[config.mk]
export PLATFORM = sky130hd
export DESIGN_NAME = capture_trigger
export DESIGN_NICKNAME = d
export VERILOG_FILES = /design/src/rtl/captrig_pkg.sv /design/src/rtl/captrig_level.sv /design/src/rtl/captrig_pattern.sv /design/src/rtl/captrig_width.sv /design/src/rtl/capture_trigger.sv
export SDC_FILE = /design/constraint.sdc
export NUM_CORES = 1
export LEC_CHECK = 0
export BUFFER_PORTS_ARGS = -buffer_cell sky130_fd_sc_hd__buf_2
export CORE_MARGIN = 2
export CORE_UTILIZATION = 55
export CTS_CLUSTER_SIZE = 12
export DETAILED_ROUTE_END_ITERATION = 6
export GPL_TIMING_DRIVEN = 0
export HOLD_SLACK_MARGIN = 0.03
export PLACE_DENSITY = 0.93
export REMOVE_ABC_BUFFERS = 1
export SYNTH_ARGS = -nofsm -noshare
export SYNTH_HDL_FRONTEND = slang
export SYNTH_HIERARCHICAL = 1
export SYNTH_SLANG_ARGS = --single-unit
[constraint.sdc]
create_clock -name clk -period 6.95 [get_ports clk]
set_input_delay 0.3475 -clock clk [delete_from_list [all_inputs] [get_ports clk]]
set_output_delay 0.3475 -clock clk [all_outputs]
set_load 0.03 [all_outputs]
[src/rtl/captrig_pkg.sv]
package captrig_pkg;
    localparam int ADC_W   = 10;
    localparam int LOGIC_W = 8;
    localparam int REG_W   = 8;
    localparam int HOLD_W  = 2 * REG_W;

    typedef enum logic [1:0] {
        MODE_LEVEL   = 2'b00,
        MODE_NARROW  = 2'b01,
        MODE_WIDE    = 2'b10,
        MODE_PATTERN = 2'b11
    } trig_mode_e;

    typedef enum logic [1:0] {
        ST_IDLE,
        ST_HOLDOFF,
        ST_HUNT,
        ST_DONE
    } seq_state_e;

    typedef struct packed {
        logic       enable;
        trig_mode_e mode;
        logic [1:0] spare;
        logic       falling;
        logic [1:0] thr_hi;
    } trig_cfg_t;

    localparam logic [REG_W-1:0] STAT_WAIT  = 8'h01;
    localparam logic [REG_W-1:0] STAT_READY = 8'h02;

    function automatic trig_cfg_t decode_cfg(input logic [REG_W-1:0] raw);
        return trig_cfg_t'(raw);
    endfunction

    function automatic logic [ADC_W-1:0] make_threshold(input trig_cfg_t c,
                                                        input logic [REG_W-1:0] lo);
        return {c.thr_hi, lo};
    endfunction

    function automatic logic [REG_W-1:0] sat_inc(input logic [REG_W-1:0] v);
        return (v == '1) ? v : v + 1'b1;
    endfunction
endpackage

[src/rtl/captrig_level.sv]
module captrig_level
    import captrig_pkg::*;
#(
    parameter int W = ADC_W
) (
    input  logic         clk,
    input  logic         rst,
    input  logic         smp_valid,
    input  logic [W-1:0] sample,
    input  logic [W-1:0] thresh,
    output logic         rise,
    output logic         fall
);
    logic prev_above;
    logic above;

    assign above = (sample >= thresh);

    always_ff @(posedge clk) begin
        if (rst)
            prev_above <= 1'b0;
        else if (smp_valid)
            prev_above <= above;
    end

    assign rise = smp_valid &  above & ~prev_above;
    assign fall = smp_valid & ~above &  prev_above;
endmodule

[src/rtl/captrig_pattern.sv]
module captrig_pattern
    import captrig_pkg::*;
#(
    parameter int W = LOGIC_W
) (
    input  logic [W-1:0] data,
    input  logic [W-1:0] value,
    input  logic [W-1:0] mask,
    output logic         match
);
    logic [W-1:0] bit_ok;

    for (genvar i = 0; i < W; i++) begin : g_bit
        assign bit_ok[i] = mask[i] | (data[i] == value[i]);
    end

    assign match = &bit_ok;
endmodule

[src/rtl/captrig_width.sv]
module captrig_width
    import captrig_pkg::*;
#(
    parameter int CW = REG_W
) (
    input  logic          clk,
    input  logic          rst,
    input  logic          track_en,
    input  logic          smp_valid,
    input  logic          lead_edge,
    input  logic          trail_edge,
    input  logic [CW-1:0] limit,
    output logic          meas_done,
    output logic          is_short
);
    logic          in_pulse;
    logic [CW-1:0] cnt;

    always_ff @(posedge clk) begin
        if (rst || !track_en) begin
            in_pulse <= 1'b0;
            cnt      <= '0;
        end else if (smp_valid) begin
            if (!in_pulse && lead_edge) begin
                in_pulse <= 1'b1;
                cnt      <= CW'(1);
            end else if (in_pulse && trail_edge) begin
                in_pulse <= 1'b0;
            end else if (in_pulse) begin
                cnt <= sat_inc(cnt);
            end
        end
    end

    assign meas_done = in_pulse & trail_edge;
    assign is_short  = (cnt < limit);
endmodule

[src/rtl/capture_trigger.sv]
module capture_trigger
    import captrig_pkg::*;
(
    input  logic               clk,
    input  logic               rst,
    input  logic               smp_valid,
    input  logic [ADC_W-1:0]   adc_sample,
    input  logic [LOGIC_W-1:0] logic_in,
    input  logic [REG_W-1:0]   cfg_reg,
    input  logic [REG_W-1:0]   thr_lo_reg,
    input  logic [LOGIC_W-1:0] pat_value,
    input  logic [LOGIC_W-1:0] pat_mask,
    input  logic [REG_W-1:0]   holdoff_lo,
    input  logic [REG_W-1:0]   holdoff_hi,
    input  logic [REG_W-1:0]   width_limit,
    input  logic               ctl_fsm_reset,
    input  logic               ctl_arm,
    input  logic               ctl_force,
    output logic               trig_pulse,
    output logic [REG_W-1:0]   status
);
    trig_cfg_t        cfg;
    logic [ADC_W-1:0] thresh;
    logic             rise, fall, lead, trail;
    logic             pat_match;
    logic             meas_done, is_short;
    logic             cond, fire;
    seq_state_e       state;
    logic [HOLD_W-1:0] hold_cnt;

    assign cfg    = decode_cfg(cfg_reg);
    assign thresh = make_threshold(cfg, thr_lo_reg);
    assign lead   = cfg.falling ? fall : rise;
    assign trail  = cfg.falling ? rise : fall;

    captrig_level #(.W(ADC_W)) u_level (
        .clk       (clk),
        .rst       (rst),
        .smp_valid (smp_valid),
        .sample    (adc_sample),
        .thresh    (thresh),
        .rise      (rise),
        .fall      (fall)
    );

    captrig_pattern #(.W(LOGIC_W)) u_pattern (
        .data  (logic_in),
        .value (pat_value),
        .mask  (pat_mask),
        .match (pat_match)
    );

    captrig_width #(.CW(REG_W)) u_width (
        .clk        (clk),
        .rst        (rst),
        .track_en   (state == ST_HUNT),
        .smp_valid  (smp_valid),
        .lead_edge  (lead),
        .trail_edge (trail),
        .limit      (width_limit),
        .meas_done  (meas_done),
        .is_short   (is_short)
    );

    always_comb begin
        unique case (cfg.mode)
            MODE_LEVEL:   cond = lead;
            MODE_NARROW:  cond = meas_done & is_short;
            MODE_WIDE:    cond = meas_done & ~is_short;
            MODE_PATTERN: cond = smp_valid & pat_match;
            default:      cond = 1'b0;
        endcase
    end

    assign fire = ((state == ST_HUNT) & cfg.enable & cond) |
                  (((state == ST_HOLDOFF) | (state == ST_HUNT)) & ctl_force);

    always_ff @(posedge clk) begin
        if (rst || ctl_fsm_reset) begin
            state      <= ST_IDLE;
            hold_cnt   <= '0;
            trig_pulse <= 1'b0;
        end else begin
            trig_pulse <= 1'b0;
            unique case (state)
                ST_IDLE: begin
                    if (ctl_arm) begin
                        state    <= ST_HOLDOFF;
                        hold_cnt <= {holdoff_hi, holdoff_lo};
                    end
                end
                ST_HOLDOFF: begin
                    if (fire) begin
                        state      <= ST_DONE;
                        trig_pulse <= 1'b1;
                    end else if (hold_cnt == '0) begin
                        state <= ST_HUNT;
                    end else if (smp_valid) begin
                        hold_cnt <= hold_cnt - 1'b1;
                    end
                end
                ST_HUNT: begin
                    if (fire) begin
                        state      <= ST_DONE;
                        trig_pulse <= 1'b1;
                    end
                end
                ST_DONE: state <= ST_DONE;
                default: state <= ST_IDLE;
            endcase
        end
    end

    assign status = (state == ST_DONE) ? STAT_READY : STAT_WAIT;
endmodule

# [Word-level counts from Yosys, hierarchy flattened]
# Cells that the tools add are included.
# Widths: inputs -> output; s select.
[classes] add_sub_neg=2 n_mux=21 bitwise=25 reduce_logical=19 magnitude_cmp=2 n_eq_ne=23
[ops] operator="$mux 16" count=4
[ops] operator="$mux 8" count=4
[ops] operator="$pmux 16 s2" count=1
[ops] operator="$logic_not 16->1" count=1
[ops] operator="$sub 16x1->16 const B" count=1
[ops] operator="$and 1x1->1" count=11
[ops] operator="$ge 10x10->1" count=1
[ops] operator="$mux 2" count=5
[ops] operator="$ne 2x2->1 const B" count=5
[ops] operator="$or 1x1->1" count=10
[ops] operator="$add 8x1->8 const B" count=1
[ops] operator="$eq 1x1->1" count=8
[ops] operator="$eq 2x2->1 const B" count=4
[ops] operator="$eq 8x8->1 const B" count=1
[ops] operator="$lt 8x8->1" count=1
[ops] operator="$pmux 2 s4" count=1
[ops] operator="$reduce_and 8->1" count=1
[ops] operator="$reduce_bool 2->1" count=3
[ops] operator="$mux 1" count=5
[ops] operator="$reduce_and 5->1" count=1
[ops] operator="$eq 2x1->1 const B" count=2
[ops] operator="$logic_not 2->1" count=2
[ops] operator="$ne 2x1->1 const B" count=2
[ops] operator="$not 1->1" count=4
[ops] operator="other kinds (9)" count=13
[totals] input_bits=80 regBits=29 wordCells=98 out_inout_bits=9

# [Longest topological paths before layout]
[logic_depth] depth_word=12 ltp_mapped=14 depth_no_buf=13

# [Hierarchy]
# Netlist, hierarchy kept.
[by_module_without_submodules] mod="capture_trigger" area_per_inst_um2=1490.2 seq_area_each_um2=380.4 n_inst=1 cells_per_inst=191
[by_module_without_submodules] mod="captrig_width" area_per_inst_um2=693.2 seq_area_each_um2=180.2 n_inst=1 cells_per_inst=81
[by_module_without_submodules] mod="captrig_level" area_per_inst_um2=302.8 seq_area_each_um2=20.0 n_inst=1 cells_per_inst=39
[by_module_without_submodules] mod="captrig_pattern" area_per_inst_um2=107.6 seq_area_each_um2=0.0 n_inst=1 cells_per_inst=13

# [Worst setup path before layout]
# No wires, ideal clock.
[synth_timing] path_kind="input to register" from="input port cfg_reg[0]" to="register hold_cnt[15]" path_slack_ps=3921 required_time_ps=6833 cell_stages=13 path_buffers=1 t_arrival_ps=2912 setup_ps=117 cell_sequence="inv_1 -> ha_1 -> nand4_1 -> o41a_1 -> and4_1 -> mux2_2 -> and2_1 -> a311oi_1 -> o21ai_1 -> a21oi_4 -> buf_4 -> nand2_1 -> a32o_1"
[synth_between] elab_chain_cells=12 elab_cells_between_ends=16 classes_between="1 x order compare; 1 x eq/ne; 3 x mux; 10 x bitwise; 1 x reduce/logical"
[synth_rtl] element="start: declaration" line_no="capture_trigger.sv:9" rtl="input logic [REG_W-1:0] cfg_reg,"
[synth_rtl] element="$ge 10x10->1 (*)" line_no="captrig_level.sv:17" rtl="assign above = (sample >= thresh);"
[synth_rtl] element="$not 1->1 (*)" line_no="captrig_level.sv:27" rtl="assign fall = smp_valid & ~above & prev_above;"
[synth_rtl] element="$and 1x1->1 (*) (2 in series)" line_no="captrig_level.sv:27"
[synth_rtl] element="net fall" line_no="capture_trigger.sv:24" rtl="logic rise, fall, lead, trail;"
[synth_rtl] element="$mux 1 (*)" line_no="capture_trigger.sv:34" rtl="assign trail = cfg.falling ? rise : fall;"
[synth_rtl] element="net trail" line_no="capture_trigger.sv:24"
[synth_rtl] element="$and 1x1->1 (*)" line_no="captrig_width.sv:35" rtl="assign meas_done = in_pulse & trail_edge;"
[synth_rtl] element="net meas_done" line_no="capture_trigger.sv:26" rtl="logic meas_done, is_short;"
[synth_rtl] element="$and 1x1->1 (on tied branches)" line_no="capture_trigger.sv:69, capture_trigger.sv:68"
[synth_rtl] element="$pmux 1 s4 (*)" line_no="capture_trigger.sv:66" rtl="unique case (cfg.mode)"
[synth_rtl] element="$and 1x1->1 (*)" line_no="capture_trigger.sv:75" rtl="assign fire = ((state == ST_HUNT) & cfg.enable & cond) |"
[synth_rtl] element="$or 1x1->1 (*)" line_no="capture_trigger.sv:75"
[synth_rtl] element="$ne 2x2->1 (no line) (*)"
[synth_rtl] element="$reduce_and 5->1 (no line) (*)"
[synth_rtl] element="end signal: assignment" line_no="capture_trigger.sv:89" rtl="hold_cnt <= {holdoff_hi, holdoff_lo};"
[synth_rtl] element="end signal: assignment" line_no="capture_trigger.sv:99" rtl="hold_cnt <= hold_cnt - 1'b1;"
[synth_rtl] element="end: declaration" line_no="capture_trigger.sv:29" rtl="logic [HOLD_W-1:0] hold_cnt;"
# The timed path passes the listed nets; every way through them passes the cells marked *.
# A chain may end at the register's enable or synchronous reset.

# [Final worst setup path]
[layout_timing] from="input port cfg_reg[0]" to="register hold_cnt[0]"
# Same word-level chain as after synthesis.

==> flow_metrics.py <==
metrics = {
    "worst_setup_path": {
        "critical_path.max_fanout": 24,
        "critical_path.slowest_cell": "sky130_fd_sc_hd__a21oi_4",
        "timing.critical_path.cells": "buf_2, inv_1, ha_1, nand4_1, o41a_1, and4_1, mux2_2, and2_1, a311oi_1, o21ai_1, a21oi_4, o21ai_0, a32o_1",
        "timing_worst_setup_path_type": "in -> reg",
        "timing.critical_path.required_ns": 7.12,
        "startpoint_type": "input port",
        "critical_path.endpoint_type": "register",
        "timing.critical_path.arrival_ns": 3.55,
        "max_stage_delay_ns": 0.55,
    },
    "sta": {
        "final_min_period_over_clock_period_pct": 48.53,
        "report.final.slew_viol_count": 0,
        "maxSlewHeadroom_pct": 21.67,
        "skew_ns": 0.003488,
        "timing.setup.tns_ns": 0,
        "rsz_0062_raised_after_global_routing": "no",
        "final_setup_violating_endpoints": 0,
        "worst_pin_slew_ns": 1.171,
        "final_period_minus_worst_setup_slack_ns": 3.373,
        "clock.fmax_ghz": 0.2965,
        "final.hold.worst_slack_ns": 0.2938,
        "timing.final.hold_violations": 0,
    },
    "clock_network": {
        "clk-insertion-delay-late_ns": 0.28,
        "htreeDepth": 2,
        "cts.repair_timing.setup_buffer_count": 0,
        "clkSinkCount": 29,
        "clkSlewWorstSetupHoldPaths_ns": 0.06,
        "ctsResizeCount": 0,
        "ctsHoldBuffers": 0,
        "tritoncts_clock_tree": "done",
        "clock_path_buffers": 2,
        "cts-buffers-inserted": 5,
        "clock_tree.root_cell": "sky130_fd_sc_hd__clkbuf_8",
    },
    "global_routing": {
        "largest_net_degree_at_the_start_of_global_routing": 32,
        "antenna_found_initial": 0,
        "grt-ovfl-total": 0,
        "first_pass_grt_wire_length_mm": 11.12,
        "first_global_vias": 2593,
        "grt_use_total_pct": 26.21,
    },
    "detailed_routing": {
        "wl_met2_mm": 3.302,
        "met3WireLength_um": 402,
        "highest-signal-layer": "met4",
        "m1WireLength_mm": 2.658,
        "detailroute.via_count": 2704,
        "routed_via_density": 6.009,
        "wire_per_inst_um": 14.51,
        "wl_mm": 6.529,
        "drtAntennaViolNets": 0,
        "drt_pre_antenna_iters": 4,
        "first_iter_violations": 206,
        "route.detailed.drc": 0,
    },
    "final_layout": {
        "layout_common_cells": "sky130_fd_sc_hd__buf_2, sky130_fd_sc_hd__dfxtp_1, sky130_fd_sc_hd__inv_1, sky130_fd_sc_hd__nand2_1, sky130_fd_sc_hd__ha_1",
        "area_delta_synth_final_pct": 17.80,
        "final_net_count": 506,
        "diodes": 0,
        "post-route-util_pct": 68.75,
        "post_route_cells_drive_above_1_share_pct": 26.88,
        "final_common_cell": "sky130_fd_sc_hd__buf_2",
        "fillerInstances": 352,
    },
    "yosys": {
        "postSynth.asyncResetShare_pct": 0,
        "post-synth-top-area-cell": "sky130_fd_sc_hd__dfxtp_1",
        "yosysSeqAreaShare_pct": 22.38,
        "top_ff_cell_synth": "sky130_fd_sc_hd__dfxtp_1",
        "netlist_area_mm2": 0.002594,
        "number_of_synthesized_register_bits": 29,
        "synth.distinct_cells": 71,
        "yosys_warnings": 6,
        "postSynthCellCount": 324,
        "cell_types_with_the_largest_area_share_after_synthesis": "sky130_fd_sc_hd__dfxtp_1, sky130_fd_sc_hd__ha_1, sky130_fd_sc_hd__inv_1",
        "syn_avg_cell_area_um2": 8.005,
        "yosys_top_cell_area_share_pct": 22.38,
        "synth-edff-count": 0,
    },
    "place": {
        "dp.final_hpwl_mm": 4.917,
        "place.port_buffers": 80,
        "routabilityCongestion": 0.8506,
    },
    "min_path": {
        "worst_min_delay_path_class": "in -> reg",
    },
    "power": {
        "vdd_drop_max_mv": 0.09847,
        "leakagePower_nw": 1.440,
        "p_per_area_mw_per_mm2": 163.1,
    },
    "floorplan": {
        "fp.dieArea_mm2": 0.005281,
        "core_area_mm2": 0.004444,
        "io_pins": 89,
        "std_cell_rows": 24,
        "die_width_um": 72.67,
        "die_y_um": 72.67,
        "start_util_pct": 58.36,
    },
    "run": {
        "drv_cap": 0,
    },
    "outcome": {
        "run_status": "completed",
    },
}
## path summary, 6_finish.rpt
kind,startpoint,end,cells after the start,slack [ns]
setup / recovery,cfg_reg[0],hold_cnt[0],13,3.58
hold / removal,rst,u_level/prev_above,2,0.29
setup reg to reg,u_width/cnt[2],hold_cnt[0],11,3.59
hold reg to reg,u_width/in_pulse,u_width/in_pulse,2,0.51
## kinds of logic after synthesis
group	synth area share, %
adders and majority gates	13.51
other	0.1446
DFF	22.38
AOI/OAI and AO/OA	25.18
buffers and inverters	8.249
and+or+nand+nor	24.70
xor gates and xnor gates	3.039
muxes	2.798
## metal layers
| metal | GRT usage, % | vias up |
|---|---|---|
| met4 | 11.32 | 0 |
| met1 | 31.03 | 1252 |
| met3 | 4.558 | 17 |
| li1 | - | 1335 |
| met2 | 46.26 | 100 |
| met5 | 0 | - |
## power by group
group / internal [mW] / switching (mW) / leakage [nW] / total [mW]
combinational: 0.0713 / 0.102 / 1.16 / 0.173
sequential: 0.174 / 0.00940 / 0.235 / 0.183
clock: 0.0785 / 0.0639 / 0.0443 / 0.142
total: 0.324 / 0.175 / 1.44 / 0.498
## registers in the layout, indices dropped and copies added (netlist names)
register,count
trig_pulse,1
state,2
u_level/prev_above,1
hold_cnt,16
u_width/cnt,8
u_width/in_pulse,1
## area by class of cell
type | count | area, µm² | area share [%]
multi-input cells | 254 | 1818 | 59.50
flip-flops and latches | 29 | 580.6 | 19.00
well taps | 52 | 65.06 | 2.129
inverters | 28 | 105.1 | 3.440
clock buffers | 7 | 86.33 | 2.826
repair buffers | 80 | 400.4 | 13.10
## cell usage after synthesis (2+ instances only)
master                     count
sky130_fd_sc_hd__dfxtp_1      29
sky130_fd_sc_hd__a31oi_1      10
sky130_fd_sc_hd__nand2b_1      5
sky130_fd_sc_hd__nor4_1        4
sky130_fd_sc_hd__and2b_1       2
sky130_fd_sc_hd__ha_1         28
sky130_fd_sc_hd__nand3_1       7
sky130_fd_sc_hd__o31ai_1       5
sky130_fd_sc_hd__and3_1        5
sky130_fd_sc_hd__buf_2         2
sky130_fd_sc_hd__buf_4         7
sky130_fd_sc_hd__xnor2_1       8
sky130_fd_sc_hd__or3_1         3
sky130_fd_sc_hd__a21o_1        3
sky130_fd_sc_hd__nor3_1        8
sky130_fd_sc_hd__inv_1        28
sky130_fd_sc_hd__a22oi_1       3
sky130_fd_sc_hd__and3_2        3
sky130_fd_sc_hd__clkbuf_1      6
sky130_fd_sc_hd__or2_1         3
sky130_fd_sc_hd__nand2_1      28
sky130_fd_sc_hd__mux2i_1       5
sky130_fd_sc_hd__a211oi_1      5
sky130_fd_sc_hd__a221oi_1      2
sky130_fd_sc_hd__nand3b_1      2
sky130_fd_sc_hd__and2_1        3
sky130_fd_sc_hd__o21ai_0       7
sky130_fd_sc_hd__a32o_1        7
sky130_fd_sc_hd__a21oi_1      18
sky130_fd_sc_hd__nand4b_1      2
sky130_fd_sc_hd__o21ai_1       8
sky130_fd_sc_hd__o22ai_1       6
sky130_fd_sc_hd__or4_1         2
sky130_fd_sc_hd__nand4_1       3
sky130_fd_sc_hd__mux2_2        2
sky130_fd_sc_hd__nor2_1       20
## metrics by stage
stage / instance area, µm² / setup slack, ns / power, mW / std cells
floorplan: 2504 / 3.754 / 0.3030 / 311
global placement: 2969 / 3.396 / 0.3479 / 443
detailed placement: 2969 / 3.315 / 0.3562 / 443
CTS: 3055 / 3.587 / 0.4979 / 450
global route: 3055 / 3.216 / 0.5314 / 450
finish: 3055 / 3.577 / 0.4984 / 450
## critical path: cells and delay by family
family | cells | cell delay (ns)
mux | 1 | 0.28
compound gates | 6 | 1.99
fa+ha+maj | 1 | 0.28
simple gates | 3 | 0.54
buf+inv | 2 | 0.10
(Power assumes the default switching activity.)
